$ cat src/rtl/la_scale_pkg.sv
package la_scale_pkg;

  localparam int unsigned LA_W    = 8;
  localparam int unsigned PCT_W   = 8;
  localparam int unsigned PCT_MAX = 100;
  localparam int unsigned EN_BIT  = 7;
  localparam int unsigned N_THR   = 3;

  typedef enum logic [1:0] {
    SEL_LO  = 2'd0,
    SEL_MID = 2'd1,
    SEL_HI  = 2'd2,
    SEL_CTL = 2'd3
  } cfg_sel_e;

  typedef enum logic [1:0] {
    BAND_FULL = 2'd0,
    BAND_HALF = 2'd1,
    BAND_QTR  = 2'd2,
    BAND_ZERO = 2'd3
  } band_e;

  // percentage of an allowance, truncated
  function automatic logic [LA_W-1:0] pct_of(input logic [PCT_W-1:0] pct,
                                             input logic [LA_W-1:0] la);
    logic [PCT_W+LA_W-1:0] prod;
    prod = (PCT_W+LA_W)'(pct) * (PCT_W+LA_W)'(la);
    return LA_W'(prod / (PCT_W+LA_W)'(PCT_MAX));
  endfunction

  // allowance after band scaling
  function automatic logic [LA_W-1:0] scale_la(input band_e b,
                                               input logic [LA_W-1:0] la);
    case (b)
      BAND_FULL: return la;
      BAND_HALF: return la >> 1;
      BAND_QTR:  return la >> 2;
      default:   return '0;
    endcase
  endfunction

endpackage

$ cat src/rtl/la_thr_regs.sv
module la_thr_regs
  import la_scale_pkg::*;
(
  input  logic                        clk,
  input  logic                        rst_n,
  input  logic                        cfg_wr,
  input  logic [1:0]                  cfg_sel,
  input  logic [PCT_W-1:0]            cfg_data,
  output logic [N_THR-1:0][PCT_W-1:0] thr_pct,
  output logic                        scale_on
);

  logic pct_ok;
  assign pct_ok = (cfg_data <= PCT_W'(PCT_MAX));

  always_ff @(posedge clk or negedge rst_n) begin
    if (!rst_n) begin
      thr_pct  <= '0;
      scale_on <= 1'b0;
    end else if (cfg_wr) begin
      if (cfg_sel == SEL_CTL) begin
        scale_on <= cfg_data[EN_BIT];
      end else if (pct_ok) begin
        for (int i = 0; i < int'(N_THR); i++) begin
          if (cfg_sel == 2'(i)) thr_pct[i] <= cfg_data;
        end
      end
    end
  end

endmodule

$ cat src/rtl/la_band_sel.sv
module la_band_sel
  import la_scale_pkg::*;
#(
  parameter int unsigned FREE_W = 8
) (
  input  logic [FREE_W-1:0]           fifo_free,
  input  logic [FREE_W-1:0]           fifo_depth,
  input  logic [N_THR-1:0][PCT_W-1:0] thr_pct,
  output band_e                       band
);

  localparam int unsigned PROD_W = FREE_W + PCT_W;

  logic [PROD_W-1:0] free_x100;
  logic [N_THR-1:0]  at_or_above;

  assign free_x100 = PROD_W'(fifo_free) * PROD_W'(PCT_MAX);

  for (genvar g = 0; g < int'(N_THR); g++) begin : g_cmp
    logic [PROD_W-1:0] thr_x_depth;
    assign thr_x_depth    = PROD_W'(thr_pct[g]) * PROD_W'(fifo_depth);
    assign at_or_above[g] = (free_x100 >= thr_x_depth);
  end

  always_comb begin
    if (at_or_above[2])      band = BAND_ZERO;
    else if (at_or_above[1]) band = BAND_QTR;
    else if (at_or_above[0]) band = BAND_HALF;
    else                     band = BAND_FULL;
  end

endmodule

$ cat src/rtl/la_countdown.sv
module la_countdown
  import la_scale_pkg::*;
(
  input  logic            clk,
  input  logic            rst_n,
  input  logic            load,
  input  logic            tick,
  input  logic [LA_W-1:0] load_val,
  output logic [LA_W-1:0] cnt,
  output logic            busy,
  output logic            expired
);

  always_ff @(posedge clk or negedge rst_n) begin
    if (!rst_n) begin
      cnt  <= '0;
      busy <= 1'b0;
    end else if (load) begin
      cnt  <= load_val;
      busy <= 1'b1;
    end else if (busy && tick && (cnt != '0)) begin
      cnt <= cnt - 1'b1;
    end
  end

  assign expired = busy && (cnt == '0);

endmodule

$ cat src/rtl/la_scale_unit.sv
module la_scale_unit
  import la_scale_pkg::*;
#(
  parameter int unsigned FREE_W = 8
) (
  input  logic              clk,
  input  logic              rst_n,
  input  logic              cfg_wr,
  input  logic [1:0]        cfg_sel,
  input  logic [PCT_W-1:0]  cfg_data,
  input  logic [LA_W-1:0]   prog_la,
  input  logic [FREE_W-1:0] fifo_free,
  input  logic [FREE_W-1:0] fifo_depth,
  input  logic              head_new,
  input  logic              tick,
  output logic [LA_W-1:0]   eff_la,
  output logic [LA_W-1:0]   thr_abs_lo,
  output logic [LA_W-1:0]   thr_abs_mid,
  output logic [LA_W-1:0]   thr_abs_hi,
  output logic [LA_W-1:0]   la_count,
  output logic              la_expired
);

  logic [N_THR-1:0][PCT_W-1:0] thr_pct;
  logic [PCT_W-1:0]            thr_pct_lo, thr_pct_mid, thr_pct_hi;
  logic                        scale_on;
  band_e                       band;
  logic                        cd_busy;

  la_thr_regs u_regs (
    .clk      (clk),
    .rst_n    (rst_n),
    .cfg_wr   (cfg_wr),
    .cfg_sel  (cfg_sel),
    .cfg_data (cfg_data),
    .thr_pct  (thr_pct),
    .scale_on (scale_on)
  );

  assign thr_pct_lo  = thr_pct[0];
  assign thr_pct_mid = thr_pct[1];
  assign thr_pct_hi  = thr_pct[2];

  la_band_sel #(.FREE_W(FREE_W)) u_band (
    .fifo_free  (fifo_free),
    .fifo_depth (fifo_depth),
    .thr_pct    (thr_pct),
    .band       (band)
  );

  assign eff_la = scale_on ? scale_la(band, prog_la) : prog_la;

  assign thr_abs_lo  = pct_of(thr_pct_lo,  prog_la);
  assign thr_abs_mid = pct_of(thr_pct_mid, prog_la);
  assign thr_abs_hi  = pct_of(thr_pct_hi,  prog_la);

  la_countdown u_cd (
    .clk      (clk),
    .rst_n    (rst_n),
    .load     (head_new),
    .tick     (tick),
    .load_val (eff_la),
    .cnt      (la_count),
    .busy     (cd_busy),
    .expired  (la_expired)
  );

endmodule

$ cat config.mk
export PLATFORM = sky130hd
export DESIGN_NAME = la_scale_unit
export DESIGN_NICKNAME = d
export VERILOG_FILES = /design/src/rtl/la_scale_pkg.sv /design/src/rtl/la_thr_regs.sv /design/src/rtl/la_band_sel.sv /design/src/rtl/la_countdown.sv /design/src/rtl/la_scale_unit.sv
export SDC_FILE = /design/constraint.sdc
export NUM_CORES = 1
export LEC_CHECK = 0
export BUFFER_PORTS_ARGS = -buffer_cell sky130_fd_sc_hd__buf_2
export CORE_ASPECT_RATIO = 0.9
export CORE_MARGIN = 8
export CORE_UTILIZATION = 40
export CTS_BUF_LIST = sky130_fd_sc_hd__clkbuf_2 sky130_fd_sc_hd__clkbuf_4 sky130_fd_sc_hd__clkbuf_8
export CTS_CLUSTER_DIAMETER = 200
export DETAILED_ROUTE_END_ITERATION = 7
export PLACE_DENSITY = 0.62
export SETUP_SLACK_MARGIN = 0.5
export SLEW_MARGIN = 0
export SYNTH_ARGS = -nofsm -noshare
export SYNTH_HDL_FRONTEND = slang
export SYNTH_SLANG_ARGS = --single-unit
export TNS_END_PERCENT = 1
$ cat constraint.sdc
create_clock -name clk -period 12.9 [get_ports clk]
set_clock_uncertainty 0.1 [all_clocks]
set_input_delay 0.645 -clock clk [delete_from_list [all_inputs] [get_ports clk]]
set_output_delay 0.645 -clock clk [all_outputs]
set_load 0.01 [all_outputs]
==> metrics.md, run 1 <==
| Metric | Value |
|---|---|
| First-pass GRT wire length | between 90000 and 100000 µm |
| Crit path buf inv count | 3 |
| Critical Path AT | around 11 ns |
| Skew-Pair Late Insertion Delay | 0.32 ns |
| Largest net degree at the start of global routing | 35 |
| Initial core utilization | 0.406 |
| Port bufs | 79 |
| Die ar. | 0.0630 mm² |
| CORE AREA | 0.0544 mm² |
| Layout Nets | 3253 |
| Fillcell total | 5410 |
| I/O Pins | 80 |
| H-Tree Level Count | 2 |
| CP required | between 10 and 15 ns |
| R2R depth | 26 |
| Cell Area, Synth | 0.0221 mm² |
| Yosys top cell by area | fa_1 |
| Die width | 264 µm |
| CP Capture Type | output port |
| GRT overflow | 0 |
| FP Rows | between 80 and 90 |
| Vias in the first global route | slightly below 20000 |
| Num CTS Buffers | 5 |
| FMAX | between 0.08 and 0.09 GHz |
| Drt drc | 0 |
| Post-Syn Nets | between 3000 and 4000 |
| CTS tree | done |
| Synth area leaders | fa_1 (20%), ha_1 (16%), and2_1 (7.7%), inv_1 (6.2%), nand2_1 (4.1%) |
| Register area share after synthesis | 0.0385 |
| Syn Area/Cell | 8.10 µm² |
| Die height | 239 µm |
| Worst Slack Setup Final | 1.15 ns |
| Fin. Hold Viols | 0 |
| Worst-margin pin slew | 1.02 ns |
| Number of synthesized register bits | 34 |
| Max-Cap Viols | 0 |
| Clock root buffer | clkbuf_8 |
| Post-synthesis cell count | about 2700 |
| RSZ-0062 raised after global routing | no |
| WL final | 56100 µm |
| Min Tclk post-route | 11.75 ns |
| CTS Hold Bufs | 0 |
| Via count | between 15000 and 20000 |
| Clock slew seen by the registers of the worst setup and hold paths | around 0.080 ns |
| GPL Wtd Cong | around 0.88 |
| Maximum root-to-sink buffer count | 2 |
| Final Core Density | 0.424 |
| CP delay by family, top | compound AO/OA/AOI/OAI gates |
| Crit-path max FO | 17 |
| Dpl hpwl | 45500 µm |
| Top FF cell, synth | dfrtp_1 |
| CP Class | reg -> out |
| Slew headroom | 0.318 |
| Status | complete, no violations |
| Layout cell share with drive strength beyond 1 | 0.0970 |
| Final period utilization | 0.911 |
| Worst slack at placement | approximately 0.84 ns |
| WL per Instance | 16.4 µm |
| Synth unique cells | 132 |
| Total GRT Usage | 0.177 |
| Hold WC Path Type | in -> async |
| CP Depth | 34 |
| Vias per cell | between 5 and 6 |
| Async SR Flop Fraction | 1.00 |
| DR iter-0 viols | 1277 |
| Clock sink total | 34 |
| Setup Viol. Count Final | 0 |
| Slew Viols, Final | 0 |
| CP most frequent cell | fa_1 |
| Synth top area share | 0.199 |
| Slowest library cell on the worst path | a2bb2oi_1 |
| Pre-antenna DRT Iters | 6 |
| Post-DRT Antenna Nets | 0 |
| CP startpoint kind | register |
| Largest stage delay on the critical path | 0.64 ns |
| Post-synth EDFFs | 0 |
| Ys Warns | 0 |
| TNS Setup | 0 ns |
| Initial antenna violation count | 1 |
| Layout area overhead | 4.62% |
-- stage by stage --
stage	instance area, µm²	cells	hold slack (ns)
2_1_floorplan	22100	2726	0.249
3_3_place_gp	22900	3408	0.400
3_5_place_dp	22900	3408	0.412
4_1_cts	23000	3416	0.360
5_1_grt	23100	3417	0.383
6_report	23100	3418	0.327
-- state kept, by name (all words and copies together), names as in the netlist --
register,flops
u_regs.thr_pct,24
u_cd.cnt,8
u_cd.busy,1
u_regs.scale_on,1
-- cell usage in the layout (no fill, tap or decap), types with 15 or more instances in the layout --
| master | count |
|---|---|
| inv_1 | 363 |
| ha_1 | 285 |
| and2_1 | 270 |
| nand2_1 | 244 |
| fa_1 | 219 |
| a21oi_1 | 125 |
| nor2_1 | 110 |
| o21ai_0 | 90 |
| xnor2_1 | 88 |
| buf_2 | 79 |
| nor3_1 | 52 |
| nand3_1 | 42 |
| a21o_1 | 36 |
| xor2_1 | 36 |
| dfrtp_1 | 32 |
| o21bai_1 | 30 |
| mux2i_1 | 26 |
| nand2b_1 | 24 |
| mux2_2 | 24 |
| o211ai_1 | 22 |
| nor4_1 | 22 |
| nor2b_1 | 20 |
| a31oi_1 | 20 |
| a211oi_1 | 19 |
| o22ai_1 | 19 |
| and3_1 | 17 |
| o21a_1 | 16 |
| or3_1 | 15 |
-- Yosys cell counts (all sizes together) (7+ instances only) --
cell type and number:
o211a 12, o211ai 28, a2111oi 16, and3 17, maj3 11, a21o 36
nand3 44, xor2 39, xnor2 100, nor2 112, o22ai 20, a22o 8
and2 270, mux2i 29, nor4 27, or3 15, o41ai 8, o31ai 17
o21bai 31, a211o 14, mux2 27, or2 21, inv 371, clkbuf 86
o21ai 109, o32a 7, nand2b 24, a21oi 131, a31oi 23, a21boi 7
a211oi 27, nand4 12, ha 285, nand2 246, o21a 19, o32ai 7
fa 219, a311oi 12, nor3 58, nor2b 20, buf 27, dfrtp 34
-- final cells by class --
| cell class | count | area, µm² | share of cell area |
|---|---|---|---|
| Multi-Input combinational cell | 2207 | 19400 | 0.839 |
| Inverter | 372 | 1400 | 0.0605 |
| Tap cell | 705 | 882 | 0.0382 |
| Sequential cell | 34 | 853 | 0.0369 |
| Timing Repair Buffer | 90 | 478 | 0.0207 |
| Clock buffer | 6 | 82.6 | 0.00358 |
| Clock inverter | 2 | 12.5 | 0.000542 |
| Antenna cell | 2 | 5.00 | 0.000217 |
-- routing by layer --
layer,global-route usage,vias up,wire [µm]
met4,0.0318,0,879
li1,-,9340,-
met2,0.289,438,25300
met3,0.0223,55,2800
met5,0,-,0
met1,0.250,9457,27200
-- worst reg2reg max path, cell delays in order (launching register included) --
cell and delay [ns]:
dfrtp_1 0.63, and2_1 0.28, fa_1 0.45, fa_1 0.56
inv_1 0.05, fa_1 0.46, fa_1 0.55, inv_1 0.05
ha_1 0.30, inv_1 0.09, o21bai_1 0.08, a21oi_1 0.24
o21bai_1 0.09, a21oi_1 0.24, o21bai_1 0.11, a21oi_1 0.22
xnor2_1 0.10, ha_1 0.26, nor2b_1 0.14, o21ai_0 0.08
nand2b_1 0.07, a21oi_1 0.06, nor2_1 0.78, nand3_1 0.14
o21ai_0 0.70, nand2_1 0.10, o21ai_0 0.11
-- path summary, 6_finish.rpt --
path | startpoint | end | slack (ns)
setup / recovery | u_regs.thr_pct[1] | thr_abs_lo[0] | 1.15
min in group clk | u_cd.busy | u_cd.busy | 0.43
hold reg to reg | u_cd.busy | u_cd.busy | 0.43
setup reg to reg | u_regs.thr_pct[1] | u_cd.cnt[6] | 5.75
max in group asynchronous | rst_n | u_regs.thr_pct[3] | 11.72
hold / removal | rst_n | u_cd.cnt[2] | 0.33
-- logic make-up (layout without fill, tap and decap cells) --
logic type,Yosys count,after routing,share of synthesized area
muxes,56,56,0.0280
adders and majority gates,515,515,0.365
xor gates and xnor gates,139,139,0.0597
and+or+nand+nor,893,893,0.215
buffers and inverters,485,470,0.0856
AOI/OAI and AO/OA,604,604,0.208
DFF,34,34,0.0385
other,0,2,0
-- what timing repair did --
action	CTS	global route
buffers inserted	0	0
endpoints found under the setup margin	0	2
gates resized for setup	0	10
Power of run 1 is left out: the tool's default activity adds up to more than one toggle a clock period on the data nets, which glitch-free logic cannot reach.
==> run 2, diff against run 1 <==
Settings changed: SYNTH_HIERARCHICAL set to 1.
==> metrics.md, run 2 <==
| Metric | Value |
|---|---|
| First-pass GRT wire length | between 90000 and 100000 µm |
| Slew Viols, Final | 0 |
| Initial core utilization | 0.406 |
| Status | complete, no violations |
| CP Class | reg -> out |
| FP Rows | 80 |
| CTS Hold Bufs | 0 |
| Ys Warns | 6 |
| Yosys top cell by area | fa_1 |
| Die height | 236 µm |
| Drt drc | 0 |
| Slowest library cell on the worst path | dfrtp_1 |
| RSZ-0062 raised after global routing | yes |
| I/O Pins | 80 |
| CP Capture Type | output port |
| FMAX | 0.0855 GHz |
| GRT met1 Usage | 0.248 |
| Setup Viol. Count Final | 0 |
| Top FF cell, synth | dfrtp_1 |
| CP required | 12.15 ns |
| Maximum root-to-sink buffer count | 2 |
| Max reg flops | 24 |
| CTS tree | done |
| Pre-antenna DRT Iters | 8 |
| Clock slew seen by the registers of the worst setup and hold paths | 0.08 ns |
| Via count | approximately 19000 |
| Crit-path max FO | 17 |
| WL final | 54900 µm |
| XOR/XNOR share of the synthesized area | 0.0533 |
| Commonest cells in the netlist | inv_1 (363), and2_1 (340), ha_1 (285) |
| CP startpoint kind | register |
| Post-synthesis mux area share | 0.0248 |
| Register area share after synthesis | 0.0395 |
| Critical Path AT | 10.96 ns |
| Count leader, synth | inv_1 |
| Die ar. | 0.0616 mm² |
| Synth unique cells | 125 |
| Layout area overhead | 5.53% |
| WL per Instance | 16.4 µm |
| Area post-placement | 0.0226 mm² |
| Fin. Hold Viols | 0 |
| Layout cell share with drive strength beyond 1 | 0.0826 |
| Commonest non-fill, non-tap cells in the layout | inv_1 (363), and2_1 (340), ha_1 (285) |
| H-Tree Level Count | 2 |
| Largest regs | u_regs/thr_pct x24, u_cd/cnt x8 |
| Post-synthesis cell count | 2615 |
| Port bufs | 79 |
| Post-synth EDFFs | 0 |
| GRT overflow | 0 |
| Clock sink total | 34 |
| Largest stage delay on the critical path | 0.77 ns |
| Vias per cell | 5.70 |
| Max-Cap Viols | 0 |
| Num CTS Buffers | 5 |
| Share of the synthesized area in compound gates (AO/OA/AOI/OAI) | 0.219 |
| Total GRT Usage | 0.179 |
| CP most frequent cell | fa_1 |
| Min Tclk post-route | 11.70 ns |
| Slew headroom | 0.320 |
| GPL Wtd Cong | 0.885 |
| Post-Syn Nets | 3158 |
| Post-Synth Simple-Gate Area | 0.216 |
| Largest Register | u_regs/thr_pct |
| Hold WC Path Type | in -> async |
| Vias in the first global route | roughly 19000 |
| Async SR Flop Fraction | 1.00 |
| Synth area leaders | fa_1 (20%), ha_1 (17%), and2_1 (9.9%), inv_1 (6.3%), dfrtp_1 (3.9%) |
| Adder-cell share of the synthesized area | 0.371 |
| Die width | around 260 µm |
| Syn Area/Cell | a little over 8 µm² |
| Post-DRT Antenna Nets | 0 |
| Largest net degree at the start of global routing | 35 |
| Number of synthesized register bits | 34 |
| CORE AREA | 0.0532 mm² |
| Skew-Pair Late Insertion Delay | 0.32 ns |
| Main combinational cell family by area after synthesis | adder cells |
| DR iter-0 viols | roughly 1300 |
| Dpl hpwl | 43600 µm |
| Cell Area, Synth | about 0.022 mm² |
| Met2 Use GR | 0.300 |
| Post-CTS setup buffer count | 0 |
| Initial antenna violation count | 4 |
| GR peak layer | met2 |
| Final instance area | between 0.02 and 0.025 mm² |
| Final period utilization | 0.907 |
| Synth top area share | 0.203 |
| Worst-margin pin slew | 1.02 ns |
| Met3 GRT Util | 0.0220 |
| Clock root buffer | clkbuf_8 |
| TNS Setup | 0 ns |
| Layout Nets | 3181 |
| Post-CTS sizing | 0 |
| Commonest non-fill, non-tap cell in the layout | inv_1 |
## run 2: cell types whose count changed after synthesis, sizes merged, moves of 13 or more
cell / delta
o21bai: -22
xnor2: -23
a21oi: -23
nor3: -13
nand2: -69
clkbuf: -36
nor4: -16
and2: +72
## run 2: path summary, 6_finish.rpt
kind	start	endpoint	slack (ns)	depth (start not counted)
worst max-delay path	u_regs/thr_pct[3]	thr_abs_lo[0]	1.20	31
worst min-delay path	rst_n	u_cd/cnt[0]	0.31	1
worst max register to register	u_regs/thr_pct[9]	u_cd/cnt[0]	5.37	27
worst min register to register	u_cd/busy	u_cd/busy	0.52	1
max in group asynchronous	rst_n	u_regs/thr_pct[20]	11.79	1
min in group clk	u_cd/busy	u_cd/busy	0.52	1
## run 2: cell type report
| cell class | instances | area, µm² |
|---|---|---|
| well taps | 697 | 872 |
| multi-input cells | 2147 | 19100 |
| flip-flops and latches | 34 | 857 |
| clock buffers | 5 | 68.8 |
| fillers | 5270 | 30400 |
| clock inverters | 3 | 68.8 |
| diodes | 4 | 10.0 |
| inverters | 367 | 1380 |
| repair buffers | 83 | 425 |
## run 2: metal layers
metal,wire length [µm],up-vias
li1,-,9145
met1,25700,9389
met2,26000,460
met3,2680,47
met4,551,4
met5,23,-
## run 2: worst max-delay path, delay by kind of cell (launching register included)
kind,cells,cell delay (ns)
DFF,1,0.77
AOI/OAI and AO/OA,13,4.65
xor gates and xnor gates,2,0.82
and+or+nand+nor,8,1.70
buffers and inverters,3,0.27
adders and majority gates,5,2.44
## run 2: cells by family after synthesis
kind of cell | Yosys count
AND/OR/NAND/NOR | 850
buffers and inverters | 434
AO/OA/AOI/OAI | 615
multiplexers | 48
XOR/XNOR | 126
flip-flops | 34
adder cells (fa/ha/maj) | 508
## run 2: stage by stage
step / hold slack (ns) / util / std cells / worst slack [ns]
after global placement: 0.491 / 0.425 / 3328 / 1.46
after detailed placement: 0.496 / 0.425 / 3328 / 1.18
final: 0.308 / 0.428 / 3340 / 1.20
after floorplan: 0.249 / - / 2615 / 2.60
after CTS: 0.349 / 0.427 / 3336 / 1.06
after global routing: 0.370 / 0.428 / 3337 / 0.472
Power of run 2 is left out for the same reason.
